--- config.mk ---
export PLATFORM = sky130hd
export DESIGN_NAME = syn_rc_rotator
export DESIGN_NICKNAME = d
export VERILOG_FILES = /design/src/rtl/syn_rc_pkg.sv /design/src/rtl/syn_seed_expand.sv /design/src/rtl/syn_block_rotate.sv /design/src/rtl/syn_rc_rotator.sv
export SDC_FILE = /design/constraint.sdc
export NUM_CORES = 1
export LEC_CHECK = 0
export ABC_CLOCK_PERIOD_IN_PS = 3800
export BUFFER_PORTS_ARGS = -buffer_cell sky130_fd_sc_hd__buf_4
export CAP_MARGIN = 40
export CORE_MARGIN = 4
export CORE_UTILIZATION = 45
export DETAILED_ROUTE_END_ITERATION = 16
export HOLD_SLACK_MARGIN = 0.06
export PLACE_DENSITY = 0.75
export SETUP_SLACK_MARGIN = 0.15
export SYNTH_ARGS = -nofsm -noshare
export SYNTH_HDL_FRONTEND = slang
export SYNTH_SLANG_ARGS = --single-unit
--- constraint.sdc ---
create_clock -name clk_i -period 3.8 [get_ports clk_i]
set_input_delay 0.38 -clock clk_i [delete_from_list [all_inputs] [get_ports clk_i]]
set_output_delay 0.38 -clock clk_i [all_outputs]
set_load 0.01 [all_outputs]
--- src/rtl/syn_rc_pkg.sv ---
package syn_rc_pkg;
    // Default geometry of the round constant
    localparam int SYN_W_DEF   = 7;   // width of one syndrome block
    localparam int SYN_CNT_DEF = 7;   // syndromes in the seed
    localparam int BLK_CNT_DEF = 18;  // blocks in the expanded field
    localparam int PAD_W_DEF   = 2;   // zero bits above the field
endpackage

--- src/rtl/syn_seed_expand.sv ---
module syn_seed_expand #(
    parameter int BLK_W   = 7,
    parameter int NUM_SYN = 7,
    parameter int NUM_BLK = 18
) (
    input  logic [BLK_W*NUM_SYN-1:0] seed_i,
    output logic [BLK_W*NUM_BLK-1:0] pat_o
);
    // block k copies seed field (k mod NUM_SYN)
    for (genvar k = 0; k < NUM_BLK; k++) begin : g_blk
        localparam int SRC = k % NUM_SYN;
        assign pat_o[k*BLK_W +: BLK_W] = seed_i[SRC*BLK_W +: BLK_W];
    end
endmodule

--- src/rtl/syn_block_rotate.sv ---
module syn_block_rotate #(
    parameter int BLK_W   = 7,
    parameter int NUM_BLK = 18
) (
    input  logic [BLK_W*NUM_BLK-1:0] pat_i,
    output logic [BLK_W*NUM_BLK-1:0] pat_o
);
    localparam int FIELD_W = BLK_W * NUM_BLK;

    // one block upward, top block wraps to block 0
    always_comb begin
        pat_o = {pat_i[FIELD_W-BLK_W-1:0], pat_i[FIELD_W-1:FIELD_W-BLK_W]};
    end
endmodule

--- src/rtl/syn_rc_rotator.sv ---
module syn_rc_rotator
    import syn_rc_pkg::*;
#(
    parameter int BLK_W   = SYN_W_DEF,
    parameter int NUM_SYN = SYN_CNT_DEF,
    parameter int NUM_BLK = BLK_CNT_DEF,
    parameter int PAD_W   = PAD_W_DEF
) (
    input  logic                               clk_i,
    input  logic                               rst_ni,
    input  logic                               load_i,
    input  logic [BLK_W*NUM_SYN-1:0]           seed_i,
    input  logic                               shift_i,
    input  logic [$clog2(NUM_BLK)-1:0]         steps_i,
    output logic [BLK_W*NUM_BLK+PAD_W-1:0]     const_o,
    output logic                               ready_o
);
    localparam int FIELD_W  = BLK_W * NUM_BLK;
    localparam int OUT_W    = FIELD_W + PAD_W;
    localparam int CNT_W    = $clog2(NUM_BLK);
    localparam int MAX_STEP = NUM_BLK - 1;

    typedef struct packed {
        logic [FIELD_W-1:0] pat;
        logic [CNT_W-1:0]   left;
    } rc_state_t;

    rc_state_t          st_d, st_q;
    logic [FIELD_W-1:0] seed_pat;
    logic [FIELD_W-1:0] rot_pat;
    logic [CNT_W-1:0]   req_steps;

    syn_seed_expand #(
        .BLK_W   (BLK_W),
        .NUM_SYN (NUM_SYN),
        .NUM_BLK (NUM_BLK)
    ) u_expand (
        .seed_i (seed_i),
        .pat_o  (seed_pat)
    );

    syn_block_rotate #(
        .BLK_W   (BLK_W),
        .NUM_BLK (NUM_BLK)
    ) u_rotate (
        .pat_i (st_q.pat),
        .pat_o (rot_pat)
    );

    always_comb begin
        req_steps = (steps_i > CNT_W'(MAX_STEP)) ? CNT_W'(MAX_STEP) : steps_i;
        st_d = st_q;
        if (load_i) begin
            st_d.pat  = seed_pat;
            st_d.left = '0;
        end else if (st_q.left != '0) begin
            st_d.pat  = rot_pat;
            st_d.left = st_q.left - CNT_W'(1);
        end else if (shift_i && (req_steps != '0)) begin
            st_d.pat  = rot_pat;
            st_d.left = req_steps - CNT_W'(1);
        end
    end

    always_ff @(posedge clk_i) begin
        if (!rst_ni) begin
            st_q <= '0;
        end else begin
            st_q <= st_d;
        end
    end

    assign const_o = {{PAD_W{1'b0}}, st_q.pat};
    assign ready_o = (st_q.left == '0);


    top_zero_chk: assert property (@(posedge clk_i) disable iff (!rst_ni)
        const_o[OUT_W-1:FIELD_W] == '0);


    rotate_step_chk: assert property (@(posedge clk_i) disable iff (!rst_ni)
        (!load_i && !ready_o) |=>
        (const_o[FIELD_W-1:0] == {$past(const_o[FIELD_W-BLK_W-1:0]),
                                  $past(const_o[FIELD_W-1:FIELD_W-BLK_W])}));


    popcount_keep_chk: assert property (@(posedge clk_i) disable iff (!rst_ni)
        !load_i |=> ($countones(const_o) == $countones($past(const_o))));


    load_ready_chk: assert property (@(posedge clk_i) disable iff (!rst_ni)
        load_i |=> ready_o);


    zero_step_chk: assert property (@(posedge clk_i) disable iff (!rst_ni)
        (ready_o && shift_i && !load_i && steps_i == '0) |=>
        ($stable(const_o) && ready_o));
endmodule

# Yosys cells after proc, flatten, opt, wreduce, memory -nomap -nowiden
# Cells that the tools add are included.
# totals
register_bits	131
latch_bits	0
ramBits	0
romBits	0
input_bits	58
out_inout_bits	129
elab_cells	17
n_memories	0
# op_classes
addsub	2
n_mul	0
n_div	0
magnitude_cmp	1
eq_ne	0
shift	0
muxes	4
bitwise	1
n_reduce_logical	7
# ops
cell	n
$mux W131	3
$reduce_bool A5 Y1	2
$sub A5 B1 Y5 const B	2
$gt A5 B5 Y1 const B	1
$logic_not A5 Y1	1
$mux W5	1
$reduce_bool A3 Y1	1
$reduce_bool A2 Y1	1
$reduce_or A2 Y1	1
$logic_and A1 B1 Y1	1
$not A1 Y1	1

# Longest topological paths before layout
# Gate-level depths: netlist of the first run.
# logic_depth
word_depth	7
depth_mapped	7
ltp_nobuf	7

# Modules after synthesis
# From an unflattened synthesis of the first run, not the netlist that was laid out.
# hier_totals
cells_unflattened	994
hier_area_um2	9160.0
# modules_own_cells
module	n_inst	cells_each	area_each_um2	seq_area_each_um2
syn_rc_rotator	1	742	7268.2	2622.5
syn_block_rotate	1	126	945.9	0.0
syn_seed_expand	1	126	945.9	0.0

# Worst setup path after synthesis of the first run
# No wires, ideal clock.
# synth_timing
path_type	register to register
from	register st_q[0] (netlist name)
to	register st_q (netlist bit const_o[49])
setup_ns	0.122
arrival_time_ns	1.787
required_time_ns	3.678
setup_slack_ns	1.891
stages_incl_launch_ff	8
synth_period_minus_slack_ns	1.909
path_cell_list	dfxtp_1 or4_1 or3_1 buf_2 buf_6 buf_6 o31ai_2 a21oi_1
# synth_between
elab_chain_cells	3
# synth_lines
element	line_no	text
start: declaration	syn_rc_rotator.sv:28	rc_state_t st_d, st_q;
start signal: assignment	syn_rc_rotator.sv:69	st_q <= st_d;
$reduce_bool A5 Y1 (*)	syn_rc_rotator.sv:56	end else if (st_q.left != '0) begin
$mux W131	syn_rc_rotator.sv:56	
$mux W131	syn_rc_rotator.sv:53	if (load_i) begin
# Every way passes the cells marked *; elsewhere a longest branch is shown, timed or not.
# A chain may end at the register's enable or synchronous reset.

# Final worst setup path of the first run
# layout_timing
from	register st_q[0] (netlist name)
to	register st_q (netlist bit const_o[12])
# The elaborated chain is that of the path after synthesis.

==> results of run 1 <==
## power breakdown
group          internal [W]  switching, W  total, W
combinational      0.000594      0.000751   0.00135
sequential          0.00160      0.000243   0.00184
clock              0.000961      0.000587   0.00155
## per-layer routing
| layer | vias to the layer above | track usage (%) |
|---|---|---|
| li1 | 2623 | - |
| met1 | 2699 | 31.34 |
| met2 | 191 | 34.76 |
| met3 | 20 | 6.714 |
| met4 | 0 | 6.571 |
| met5 | - | 0 |
## worst max-delay path by stage
stage / start / end / slack, ns / cells past startpoint
2_1_floorplan: st_q[0] / const_o[49] / 1.89 / 7
3_3_place_gp: steps_i[2] / const_o[15] / 1.25 / 7
3_5_place_dp: st_q[0] / const_o[12] / 1.41 / 6
4_1_cts: st_q[0] / const_o[12] / 1.38 / 6
5_1_grt: st_q[0] / const_o[112] / 1.27 / 6
6_report: st_q[0] / const_o[12] / 1.38 / 6
## sequential cells by signal, indices dropped and copies added (netlist names)
register  flops
st_q          5
const_o     126
## kinds of logic (layout without fill, tap and decap cells)
family,after synthesis,in the layout
other,1,2
xor gates and xnor gates,1,1
DFF,131,131
and+or+nand+nor,15,15
AOI/OAI and AO/OA,265,265
buffers and inverters,201,228
muxes,126,126
adders and majority gates,1,1
## final cells by class
class                           instances  area (um^2)  share of cell area (%)
Tap cell                              211        264.0                   3.199
Clock inverter                          5        50.05                  0.6064
Inverter                                3        11.26                  0.1364
Multi-Input combinational cell        410         3261                   39.51
Clock buffer                           26        499.2                   6.049
Timing Repair Buffer                  194         1545                   18.72
Sequential cell                       131         2623                   31.78
## cell usage in the layout, fill, tap and decap left out, types with 2 or more instances in the layout
| cell | n |
|---|---|
| sky130_fd_sc_hd__inv_1 | 3 |
| sky130_fd_sc_hd__clkbuf_16 | 17 |
| sky130_fd_sc_hd__nor2_1 | 6 |
| sky130_fd_sc_hd__a21oi_1 | 128 |
| sky130_fd_sc_hd__dfxtp_1 | 131 |
| sky130_fd_sc_hd__o31ai_2 | 40 |
| sky130_fd_sc_hd__clkinv_2 | 4 |
| sky130_fd_sc_hd__or3_4 | 2 |
| sky130_fd_sc_hd__clkbuf_1 | 5 |
| sky130_fd_sc_hd__o31ai_1 | 87 |
| sky130_fd_sc_hd__o21ai_0 | 3 |
| sky130_fd_sc_hd__conb_1 | 2 |
| sky130_fd_sc_hd__clkbuf_8 | 4 |
| sky130_fd_sc_hd__buf_16 | 3 |
| sky130_fd_sc_hd__mux2i_1 | 126 |
| sky130_fd_sc_hd__buf_4 | 188 |
| sky130_fd_sc_hd__buf_12 | 2 |
| sky130_fd_sc_hd__nor3_1 | 2 |
## stage by stage
stage	power (W)	area [um^2]
6_report	0.004734	8253
5_1_grt	0.004944	8253
4_1_cts	0.004751	8253
3_5_place_dp	0.003202	7704
3_3_place_gp	0.003155	7621
2_1_floorplan	0.002834	7148
## worst register-to-register path, stage by stage (launching register included)
cell,delay [ns]
sky130_fd_sc_hd__dfxtp_1,0.35
sky130_fd_sc_hd__or4_1,0.55
sky130_fd_sc_hd__or3_4,0.53
sky130_fd_sc_hd__buf_16,0.28
sky130_fd_sc_hd__buf_4,0.28
sky130_fd_sc_hd__o31ai_1,0.23
sky130_fd_sc_hd__a21oi_1,0.06
==> qor.log, run 1 <==
INFO  outcome        outcome=finished, final reports clean
INFO  logic_synthesis synth_seq_area_share=36.71%
INFO  hold_path      min_from=seed_i[39]
INFO  setup_path     critPathArrivalTime=2.70ns
INFO  pwr            pwr_density_cell=573.6nW/um^2
INFO  setup_path     cp-end-kind=flip-flop
INFO  setup_path     critical_path_peak_fanout=53
INFO  floorplan      die_area=17960um^2
INFO  timing         final.setup.tns=0ns
INFO  place          place_ws=1.410ns
INFO  grt            gr-usage-all-layers=22.78%
INFO  route          via_per_inst=5.646
INFO  route          vias=5533
INFO  layout         areaGrowthSynthToFinish=15.52%
INFO  logic_synthesis synth_mux_area_share=17.65%
INFO  place          port_buffers=184
INFO  layout         finish.net_count=816
INFO  timing         timing.final.crit_period=2.418ns
INFO  logic_synthesis post-synth-top-area-cell=sky130_fd_sc_hd__dfxtp_1
INFO  route          detailedRoute.firstPassIterationCount=5
INFO  logic_synthesis synthFlopType=sky130_fd_sc_hd__dfxtp_1
INFO  logic_synthesis synth-simple-area-share=1.138%
INFO  clock_network  clkSlewWorstSetupHoldPaths=0.06ns
INFO  grt            first_global_vias=5287
INFO  job            cap_viol_max_count=0
INFO  timing         finalWorstSetupSlack=1.382ns
INFO  setup_path     worst-r2r-setup-slack=1.38ns
INFO  layout         final_core_utilization=53.69%
INFO  timing         final-setup-viol-count=0
INFO  logic_synthesis synth_cells=741
INFO  setup_path     crit_path_cell_trace=or4_1, or3_4, buf_16, buf_4, o31ai_1, a21oi_1
INFO  logic_synthesis ys_seq_elements=131
INFO  route          detailroute.wirelength.met3=1.382mm
INFO  pwr            leak_pwr=3.643nW
INFO  setup_path     worstReg2RegEnd=const_o[12]
INFO  route          drc=0
INFO  setup_path     max_stage_delay=0.55ns
INFO  hold_path      whs_endpoint=const_o[39]
INFO  timing         final.hold.worst_slack=0.2642ns
INFO  clock_network  tritoncts=built
INFO  logic_synthesis post_synth_fa_ha_maj_area_fraction=0.1751%
INFO  floorplan      chipHeight=134um
INFO  floorplan      chipWidth=134um
INFO  floorplan      floorplan.io_pins=187
INFO  grt            grt_start_max_net_pins=128
INFO  route          postRouteWirelength=21.03mm
INFO  layout         stdcell_count=980
INFO  setup_path     r2r_start=st_q[0]
INFO  clock_network  clock_path_buffers=2
INFO  route          antenna_violating_nets_post_route=0
INFO  logic_synthesis synth_top_family_by_area=compound AO/OA/AOI/OAI gates
INFO  grt            global_route_wire_length_before_repair=32.00mm
INFO  clock_network  post-cts-setup-buffer-count=0
INFO  setup_path     cp_num_buf_inv=2
INFO  setup_path     cp_slowest_cell=sky130_fd_sc_hd__or4_1
INFO  clock_network  cts-root-buf=sky130_fd_sc_hd__clkbuf_16
INFO  logic_synthesis netlist.area_leader.share=36.71%
INFO  setup_path     reg2regPathDepth=6
INFO  setup_path     critical_path.top_delay_family=simple AND/OR/NAND/NOR gates
INFO  route          routedWlPerCell=21.46um
INFO  timing         maxSlewHeadroom=41.77%
INFO  route          detailed_route_wirelength_on_metal2=9.738mm
INFO  place          place.gp.congestion=0.8207
INFO  timing         tightest_pin_transition=0.8734ns
INFO  logic_synthesis postSynth.asyncResetShare=0%
INFO  floorplan      fp.coreArea=15370um^2
INFO  logic_synthesis synth.area.top_cells=sky130_fd_sc_hd__dfxtp_1 (37%), sky130_fd_sc_hd__mux2i_1 (18%), sky130_fd_sc_hd__buf_4 (13%)
INFO  clock_network  htree_num_levels=4
INFO  route          initialDrtViolationCount=585
INFO  logic_synthesis post_synth_xor_area_fraction=0.1226%
INFO  hold_path      hp-class=primary input to flip-flop
INFO  route          wirelength_met1=9.524mm
INFO  logic_synthesis ys.warnings.count=0
INFO  logic_synthesis synth_cell_type_count=29
INFO  logic_synthesis synth_edf_count=0
INFO  logic_synthesis synth.avg_cell_area=9.642um^2
INFO  setup_path     timing.setup.critical_path_class=flip-flop to flip-flop
INFO  place          placed_cells=949
INFO  clock_network  clkLatencyLatePin=0.42ns
INFO  floorplan      start_util=46.48%
INFO  layout         final.fill_count=1424
INFO  clock_network  holdBufCountCts=0
INFO  clock_network  post_cts.resized_instances=0
INFO  route          top_signal_layer_used=met4
INFO  logic_synthesis compound_gate_portion_of_the_synthesized_area=26.15%
INFO  hold_path      hold_depth=3
INFO  logic_synthesis post_synth_instance_area=7144um^2
INFO  setup_path     critical_path.startpoint_type=flip-flop
INFO  grt            gr-total-overflow=0
INFO  place          hpwlAfterDp=14.50mm
INFO  timing         unrepaired_setup_endpoints_after_global_routing=false
INFO  clock_network  tritoncts.num_buffers=17
INFO  layout         insertedDiodeCount=0
INFO  timing         pins_over_their_slew_limit=0
INFO  timing         fin_crit_sh=63.62%
INFO  logic_synthesis yosys-top-cells-count=sky130_fd_sc_hd__dfxtp_1 (131), sky130_fd_sc_hd__a21oi_1 (128), sky130_fd_sc_hd__buf_4 (128), sky130_fd_sc_hd__mux2i_1 (126), sky130_fd_sc_hd__o31ai_1 (87)
INFO  layout         layout-drive-gt1-share=34.33%
INFO  timing         maximum_clock_skew_at_final_layout=0.006640ns
INFO  setup_path     critical_path_required=4.08ns
INFO  logic_synthesis synth.most_common_cell=sky130_fd_sc_hd__dfxtp_1
INFO  floorplan      placement_rows=45
INFO  grt            grt_antenna_before_repair=0
INFO  timing         fmax=413.6MHz
INFO  pwr            peakVddDrop=354.8uV
INFO  clock_network  clkSinkCount=131
INFO  timing         final-hold-violation-count=0
No activity file was read; power rests on OpenSTA's default activity.
==> run 2, diff against run 1 <==
- ABC_CLOCK_PERIOD_IN_PS: 3800 -> 2000
- PLACE_DENSITY: 0.75 -> 0.77
- clock period: 3.8 -> 2 ns (I/O delays scaled with it)
==> qor.log, run 2 (synthesized netlist as in run 1, its figures left out) <==
INFO  outcome        outcome=finished, final reports clean [unchanged]
INFO  layout         largest_register_ff_count=126 [unchanged]
INFO  floorplan      placement_rows=45 [unchanged]
INFO  layout         stdcell_count=997 [was 980]
INFO  floorplan      chipHeight=134um [unchanged]
INFO  setup_path     cp-end-kind=flip-flop [unchanged]
INFO  layout         final_core_utilization=58.07% [was 53.69%]
INFO  layout         layout.cells.most_common=sky130_fd_sc_hd__buf_4 [unchanged]
INFO  grt            grt_antenna_before_repair=0 [unchanged]
INFO  timing         maxSlewHeadroom=27.47% [was 41.77%]
INFO  timing         fin_crit_sh=98.25% [was 63.62%]
INFO  clock_network  htree_num_levels=4 [unchanged]
INFO  timing         timing.final.crit_period=1.965ns [was 2.418 ns]
INFO  timing         final-setup-viol-count=0 [unchanged]
INFO  clock_network  tritoncts.num_buffers=17 [unchanged]
INFO  floorplan      die_area=17960um^2 [unchanged]
INFO  route          postRouteWirelength=22.66mm [was 21.03 mm]
INFO  clock_network  clkSlewWorstSetupHoldPaths=0.06ns [about the same]
INFO  timing         pins_over_their_slew_limit=0 [unchanged]
INFO  route          routedWlPerCell=22.73um [was 21.46 um]
INFO  grt            gr-usage-all-layers=22.77% [was 22.78%]
INFO  route          drc=0 [unchanged]
INFO  clock_network  clkSinkCount=131 [unchanged]
INFO  clock_network  tritoncts=built [unchanged]
INFO  layout         mostFrequentLayoutCells=sky130_fd_sc_hd__buf_4 (191), sky130_fd_sc_hd__dfxtp_1 (130), sky130_fd_sc_hd__a21oi_1 (128) [was sky130_fd_sc_hd__buf_4 (188), sky130_fd_sc_hd__dfxtp_1 (131), sky130_fd_sc_hd__a21oi_1 (128)]
INFO  timing         final.hold.worst_slack=0.08919ns [was 0.2642 ns]
INFO  clock_network  clock_path_buffers=2 [unchanged]
INFO  layout         layout-drive-gt1-share=40.33% [was 34.33%]
INFO  place          place.gp.congestion=0.8557 [was 0.8207]
INFO  clock_network  holdBufCountCts=0 [unchanged]
INFO  timing         tightest_pin_transition=1.088ns [was 0.8734 ns]
INFO  floorplan      chipWidth=134um [unchanged]
INFO  pwr            pwr_density_cell=1111nW/um^2 [was 573.6 nW/um^2]
INFO  grt            first_global_vias=5303 [was 5287]
INFO  floorplan      floorplan.io_pins=187 [unchanged]
INFO  timing         fmax=508.9MHz [was 413.6 MHz]
INFO  floorplan      start_util=46.48% [unchanged]
INFO  route          via_per_inst=5.849 [was 5.646]
INFO  layout         insertedDiodeCount=0 [unchanged]
INFO  timing         final-hold-violation-count=0 [unchanged]
INFO  setup_path     critical_path_peak_fanout=54 [was 53]
INFO  clock_network  clkLatencyLatePin=0.42ns [about the same]
INFO  place          port_buffers=184 [unchanged]
INFO  place          placed_cells=954 [was 949]
INFO  pwr            peakVddDrop=683.5uV [was 354.8 uV]
INFO  job            cap_viol_max_count=0 [unchanged]
INFO  layout         finish.net_count=832 [was 816]
INFO  grt            gr-total-overflow=0 [unchanged]
INFO  grt            grt_start_max_net_pins=103 [was 128]
INFO  setup_path     critical_path.startpoint_type=flip-flop [unchanged]
INFO  grt            global_route_wire_length_before_repair=31.71mm [was 32.00 mm]
INFO  hold_path      hp-class=primary input to flip-flop [unchanged]
INFO  setup_path     critical_path_required=2.30ns [was 4.08 ns]
INFO  timing         maximum_clock_skew_at_final_layout=0.008645ns [was 0.006640 ns]
INFO  setup_path     timing.setup.critical_path_class=flip-flop to flip-flop [unchanged]
INFO  route          initialDrtViolationCount=538 [was 585]
INFO  route          vias=5831 [was 5533]
INFO  timing         unrepaired_setup_endpoints_after_global_routing=true [was false]
INFO  place          hpwlAfterDp=14.57mm [was 14.50 mm]
INFO  route          detailedRoute.firstPassIterationCount=5 [unchanged]
INFO  floorplan      fp.coreArea=15370um^2 [unchanged]
INFO  pwr            leak_pwr=3.878nW [was 3.643 nW]
INFO  setup_path     critPathArrivalTime=2.26ns [was 2.70 ns]
INFO  clock_network  cts-root-buf=sky130_fd_sc_hd__clkbuf_16 [unchanged]
INFO  route          antenna_violating_nets_post_route=0 [unchanged]
INFO  layout         areaGrowthSynthToFinish=24.94% [was 15.52%]
run 2: per-layer routing:
metal / track usage (%) / routed length (um) / vias to the layer above
met1: 30.68 / 9824 / 2855
li1: - / - / 2688
met4: 8.286 / 483 / 0
met5: 0 / 0 / -
met2: 33.41 / 10360 / 261
met3: 8.440 / 1998 / 27
run 2: critical path, stage by stage (launching register included):
cell and delay (ns):
sky130_fd_sc_hd__dfxtp_4 0.34, sky130_fd_sc_hd__or4_4 0.52, sky130_fd_sc_hd__or3_4 0.41, sky130_fd_sc_hd__buf_12 0.22, sky130_fd_sc_hd__o31ai_1 0.26, sky130_fd_sc_hd__a21oi_1 0.06
run 2: layout make-up:
| class | instances | area [um^2] |
|---|---|---|
| Inverter | 3 | 11.26 |
| Fill cell | 1314 | 6445 |
| Multi-Input combinational cell | 410 | 3560 |
| Tap cell | 211 | 264.0 |
| Clock inverter | 8 | 120.1 |
| Sequential cell | 131 | 2626 |
| Timing Repair Buffer | 210 | 1823 |
| Clock buffer | 24 | 521.8 |
run 2: timing repair:
| action | CTS | global route |
|---|---|---|
| resized for setup | 5 | 49 |
| buffers inserted | 0 | 3 |
| cloned | 0 | 8 |
| endpoints found under the setup margin | 121 | 127 |
| endpoints found under the hold margin | 0 | 0 |
run 2: final timing paths:
kind / startpoint / end / slack (ns) / depth (start not counted)
min: seed_i[39] / const_o[39] / 0.09 / 3
max: st_q[0] / const_o[105] / 0.04 / 5
min reg2reg: st_q[3] / st_q[3] / 0.52 / 2
max reg2reg: st_q[0] / const_o[105] / 0.04 / 5
run 2: power by group:
part | switching [W] | leakage (nW) | internal, W
sequential | 0.000520 | 1.09 | 0.00303
combinational | 0.00163 | 2.48 | 0.00140
clock | 0.00114 | 0.314 | 0.00219
run 2: stage by stage:
| step | instance area, um^2 | TNS [ns] | worst slack, ns | total power, W |
|---|---|---|---|---|
| 4_1_cts | 8437 | 0 | 0.06863 | 0.009488 |
| 5_1_grt | 8926 | -0.002308 | -0.001894 | 0.01028 |
| 3_3_place_gp | 7770 | 0 | 0.1241 | 0.006110 |
| 2_1_floorplan | 7171 | 0 | 0.1051 | 0.005417 |
| 3_5_place_dp | 7770 | 0 | 0.06903 | 0.006140 |
| 6_report | 8926 | 0 | 0.03501 | 0.009918 |
